[src/rtl/param_bank_loader.sv]
module param_bank_loader #(
  parameter int NSETS = 5,
  parameter int MAXN  = 15,
  parameter int DW    = 16,
  localparam int SW   = $clog2(NSETS),
  localparam int IW   = $clog2(MAXN + 1)
) (
  input  logic                clk,
  input  logic                rst_n,
  input  logic                s_valid,
  input  logic [DW-1:0]       s_data,
  output logic                s_ready,
  input  logic                commit_req,
  input  logic [SW-1:0]       commit_sel,
  input  logic [NSETS*IW-1:0] rd_idx,
  output logic [NSETS*DW-1:0] rd_data,
  output logic [NSETS-1:0]    loaded,
  output logic                err
);
  localparam int CFW = IW + 1;

  logic [MAXN-1:0][DW-1:0] shd [NSETS];
  logic [MAXN-1:0][DW-1:0] act [NSETS];
  logic [DW-1:0]           rd_q [NSETS];
  logic                    busy, sw_q;
  logic [SW-1:0]           cur_set;
  logic [CFW-1:0]          cur_cnt;
  logic [IW-1:0]           wr_pos;
  logic [NSETS-1:0]        pend, swap_go, req_mask;

  wire [CFW-1:0] hdr_cnt = s_data[CFW-1:0];
  wire [SW-1:0]  hdr_set = s_data[CFW+SW-1:CFW];
  wire hdr_bad  = (32'(hdr_set) >= NSETS) || (hdr_cnt == '0) || (32'(hdr_cnt) > MAXN);
  wire take     = s_valid && s_ready;
  wire last_wd  = ({1'b0, wr_pos} + CFW'(1)) == cur_cnt;
  wire bad_sel  = commit_req && (32'(commit_sel) >= NSETS);

  assign s_ready = ~|swap_go;

  for (genvar g = 0; g < NSETS; g++) begin : g_set
    assign swap_go[g]  = pend[g] && !sw_q && !(busy && cur_set == SW'(g));
    assign req_mask[g] = commit_req && commit_sel == SW'(g);
    assign rd_data[g*DW +: DW] = rd_q[g];

    a_r3_active_frozen: assert property (@(posedge clk) disable iff (!rst_n)
      s_ready |=> $stable(act[g]));
    a_r9_hold_midframe: assert property (@(posedge clk) disable iff (!rst_n)
      (busy && cur_set == SW'(g)) |=> $stable(act[g]));
    a_r4_loaded_on_swap: assert property (@(posedge clk) disable iff (!rst_n)
      $rose(loaded[g]) |-> $past(!s_ready));
    a_r5_oob_zero: assert property (@(posedge clk) disable iff (!rst_n)
      (32'(rd_idx[g*IW +: IW]) >= MAXN) |=> (rd_data[g*DW +: DW] == '0));
  end

  always_ff @(posedge clk) begin
    if (!rst_n) begin
      busy <= 1'b0; sw_q <= 1'b0; err <= 1'b0;
      cur_set <= '0; cur_cnt <= '0; wr_pos <= '0;
      pend <= '0; loaded <= '0;
      for (int s = 0; s < NSETS; s++) begin
        shd[s] <= '0; act[s] <= '0; rd_q[s] <= '0;
      end
    end else begin
      sw_q <= |swap_go;
      pend <= (pend & ~swap_go) | req_mask;
      if (bad_sel || (take && !busy && hdr_bad)) err <= 1'b1;
      if (take) begin
        if (!busy) begin
          if (!hdr_bad) begin
            busy <= 1'b1; cur_set <= hdr_set; cur_cnt <= hdr_cnt; wr_pos <= '0;
          end
        end else begin
          shd[cur_set][wr_pos] <= s_data;
          wr_pos <= wr_pos + IW'(1);
          if (last_wd) busy <= 1'b0;
        end
      end
      for (int s = 0; s < NSETS; s++) begin
        if (swap_go[s]) begin
          act[s] <= shd[s];
          loaded[s] <= 1'b1;
        end
        rd_q[s] <= (32'(rd_idx[s*IW +: IW]) < MAXN) ? act[s][rd_idx[s*IW +: IW]] : '0;
      end
    end
  end

  a_r12_ready_gap: assert property (@(posedge clk) disable iff (!rst_n)
    !s_ready |=> s_ready);
  a_r11_err_sticky: assert property (@(posedge clk) disable iff (!rst_n)
    err |=> err);
  a_r10_bad_commit: assert property (@(posedge clk) disable iff (!rst_n)
    bad_sel |=> err);
  // R7 shares this check with R6
  a_r6_bad_header: assert property (@(posedge clk) disable iff (!rst_n)
    (take && !busy && hdr_bad) |=> (err && !busy));
endmodule

[config.mk]
export PLATFORM = sky130hd
export DESIGN_NAME = param_bank_loader
export DESIGN_NICKNAME = d
export VERILOG_FILES = /design/src/rtl/param_bank_loader.sv
export SDC_FILE = /design/constraint.sdc
export NUM_CORES = 2
export LEC_CHECK = 0
export BUFFER_PORTS_ARGS = -buffer_cell sky130_fd_sc_hd__buf_2
export CAP_MARGIN = 5
export CORE_AREA = 2 2 413 415
export DETAILED_ROUTE_END_ITERATION = 10
export DIE_AREA = 0 0 415 417
export PLACE_DENSITY = 0.75
export RECOVER_POWER = 25
export SYNTH_ARGS = -nofsm -noshare
export SYNTH_HDL_FRONTEND = slang
export SYNTH_SLANG_ARGS = --single-unit
[constraint.sdc]
create_clock -name clk -period 20.7 [get_ports clk]
set_clock_uncertainty 0.15 [all_clocks]
set_input_delay 3.105 -clock clk [delete_from_list [all_inputs] [get_ports clk]]
set_output_delay 3.105 -clock clk [all_outputs]
set_load 0.005 [all_outputs]
==> flow_summary_export.csv <==
group,metric,value,unit
outcome,violations,"capacitance limit, slew limit",
global_routing,grt_pass1_vias,53082,
final_layout,syn_to_final_growth,9.19,%
power_and_ir_drop,power.density,96.9,nW/um^2
detailed_routing,dr_total_vias,52757,
sta,tightest_slew,4920,ps
sta,fmax,101,MHz
floorplanning,coreArea,169000,sq um
clock_tree,cts_resized,0,
sta,hold_slack,320,ps
detailed_routing,drc,0,
detailed_routing,antenna_left,0,
global_routing,grt_pass1_wl,333,mm
global_routing,grt_overflow_total,0,
place,portBuffers,129,
worst_setup_path,worstPathArrival,10240,ps
worst_setup_path,startpoint_type,"primary input",
detailed_routing,viasPerCell,5.93,
yosys,synth_edf_count,2400,
yosys,synth_ff_type,"edfxtp_1",
run,cap_viol_max_count,24,
global_routing,antenna_found_initial,10,
sta,slew_headroom,-2.28,
min_path,hp-class,"reg -> reg",
yosys,syn_inst,6473,
detailed_routing,drtPass1Iterations,6,
clock_tree,postCtsSetupBuffers,0,
worst_setup_path,crit_required,21040,ps
floorplanning,initial_utilization,0.596,
detailed_routing,avgRoutedWirePerCell,25.2,microns
sta,rsz0062_at_grt,"false",
clock_tree,cts_tree,"built",
clock_tree,clockBufferDepth,3,
clock_tree,clkTransAtPathRegs,60,ps
clock_tree,clk-insertion-delay-late,900,ps
yosys,ys.warnings.count,0,
sta,min_period,9900,ps
global_routing,track_usage,0.261,
final_layout,nNetsFinal,6521,
global_routing,grt_max_degree,315,
sta,hold_viol_final,0,
clock_tree,ctsHtreeMaxLevel,4,
power_and_ir_drop,clkPwrFrac,0.391,
detailed_routing,drt_iter0_drc,6210,
clock_tree,root_buffer,"clkbuf_16",
yosys,synth-seq-cells,2505,
outcome,status,"finished, violations left",
floorplanning,fp.dieH,417,microns
clock_tree,cts_num_sinks,2505,
yosys,yosys.cell_types.count,52,
worst_setup_path,endpoint_kind,"flop",
sta,setup_viol,0,
sta,tns,0,ps
yosys,synth_area,100000,sq um
place,pre_cts_ws,12890,ps
final_layout,final_common_cell,"edfxtp_1",
sta,slew_viol_final,1092,
floorplanning,boundaryPins,130,
power_and_ir_drop,ir_drop,97.3,uV
clock_tree,cts_buffers,233,
power_and_ir_drop,power,10600,uW
sta,fin_crit_sh,0.478,
yosys,synthArstFlopShare,0,
sta,worst_slack,10800,ps
place,gp_congestion,0.797,
place,dp_hpwl,126,mm
final_layout,layout_common_cells,"edfxtp_1, nor2_1, and2_1, mux4_2, clkbuf_16",
final_layout,fillCellCount,11292,
worst_setup_path,crit_type,"in -> reg",
yosys,synth_area_per_cell,15.5,sq um
power_and_ir_drop,seq_power_share,0.553,
yosys,ys_seq_area_frac,0.738,
floorplanning,rows,151,
floorplanning,die_x,415,microns
detailed_routing,drt-total-wl,224,mm
power_and_ir_drop,combPwrFrac,0.056,
worst_setup_path,crit_fanout,89,
power_and_ir_drop,p_sw_frac,0.219,
floorplanning,die-area,173000,sq um
final_layout,layout-drive-gt1-share,0.125,
power_and_ir_drop,p_leak,0.0380,uW
power_and_ir_drop,p_switching,2320,uW
yosys,synth.net_count,6520,
clock_tree,cts_hold_buffers,0,
power_and_ir_drop,p_int,8300,uW
## flip-flops by register name, indices dropped and copies added, names as in the netlist
| name | flops |
|---|---|
| err | 1 |
| cur_cnt | 5 |
| rd_q | 80 |
| shd | 1200 |
| busy | 1 |
| sw_q | 1 |
| act | 1200 |
| pend | 5 |
| wr_pos | 4 |
| cur_set | 3 |
| loaded | 5 |
## cell usage after synthesis (2+ instances only)
library cell,number,area share
nor2b_1,106,0.0066
dfxtp_1,105,0.021
nand3_1,6,0.00030
nor3_1,7,0.00035
mux4_2,256,0.057
nand4bb_1,2,0.00022
edfxtp_1,2400,0.72
buf_6,117,0.013
buf_1,47,0.0018
nand4_1,28,0.0017
and2_1,1200,0.075
nand2b_1,2,0.00012
nor2_1,1211,0.045
mux2i_1,144,0.014
xnor2_1,2,0.00017
a31o_2,12,0.0010
buf_4,8,0.00060
xor2_1,2,0.00017
o22ai_1,2,0.00012
o31ai_1,5,0.00037
a31oi_1,2,0.00012
and3_1,3,0.00019
o21ai_0,72,0.0036
buf_2,43,0.0021
ha_1,4,0.00050
nor4_1,3,0.00019
nand2_1,113,0.0042
a211oi_1,128,0.0096
a21oi_1,17,0.00085
inv_1,25,0.00093
o2bb2ai_1,80,0.0070
clkbuf_1,299,0.011
nand4_4,3,0.00064
## cell families (layout without fill, tap and decap cells)
logic type               count (synthesis)  after routing  synth area share
AND/OR/NAND/NOR                       2692           2692             0.135
flip-flops                            2505           2505             0.738
buffers and inverters                  540            744            0.0299
multiplexers                           400            400            0.0718
AO/OA/AOI/OAI                          327            327            0.0235
XOR/XNOR                                 5              5          0.000573
adder cells (fa/ha/maj)                  4              4          0.000498
other                                    0              4                 0
## stage by stage
stage                     instances  utilization  instance area (sq um)
after floorplan                6473            -                 100000
after global placement         8457        0.608                 102000
after detailed placement       8457        0.608                 102000
after CTS                      8895        0.652                 110000
after global routing           8898        0.651                 110000
final                          8899        0.651                 110000
## critical path: stages
cell and delay, ps:
clkbuf_1 2090, nand2_1 3170, buf_4 1140, buf_4 600
## layout make-up
class / instances / area [sq um] / area share
multi-input combinational: 3428 / 23500 / 0.214
clock buffer: 301 / 6210 / 0.0566
clock inverter: 137 / 1260 / 0.0115
timing repair buffer: 281 / 1650 / 0.0150
tap: 2218 / 2780 / 0.0253
inverter: 25 / 93.8 / 0.000856
antenna: 4 / 10.0 / 0.0000913
sequential: 2505 / 74200 / 0.676
## power groups by stage
stage	clock, uW	combinational, uW	sequential (uW)
floorplan	0	415	5990
global placement	0	589	5960
detailed placement	0	602	5980
CTS	4190	605	5870
global route	4390	637	5900
finish	4150	596	5880
## layer usage
layer	up-vias	wire (microns)	part of all wire	GRT usage
li1	23222	-	-	-
met3	500	19400	0.086	0.0467
met1	26644	82100	0.37	0.338
met4	2	9670	0.043	0.113
met2	2389	113000	0.50	0.439
met5	-	17	0.000076	0
## path summary, 6_finish.rpt
path | cells past startpoint | from | slack (ps) | end
hold reg to reg | 2 | loaded[1]$_SDFFE_PN0P_ | 320 | loaded[1]$_SDFFE_PN0P_
setup / recovery | 4 | rst_n | 10800 | act[0][177]$_SDFFCE_PP0P_
setup reg to reg | 6 | cur_set[2]$_SDFFE_PN0P_ | 14190 | act[0][774]$_SDFFCE_PP0P_
hold / removal | 2 | loaded[1]$_SDFFE_PN0P_ | 320 | loaded[1]$_SDFFE_PN0P_
No activity file was read; power rests on OpenSTA's default activity.
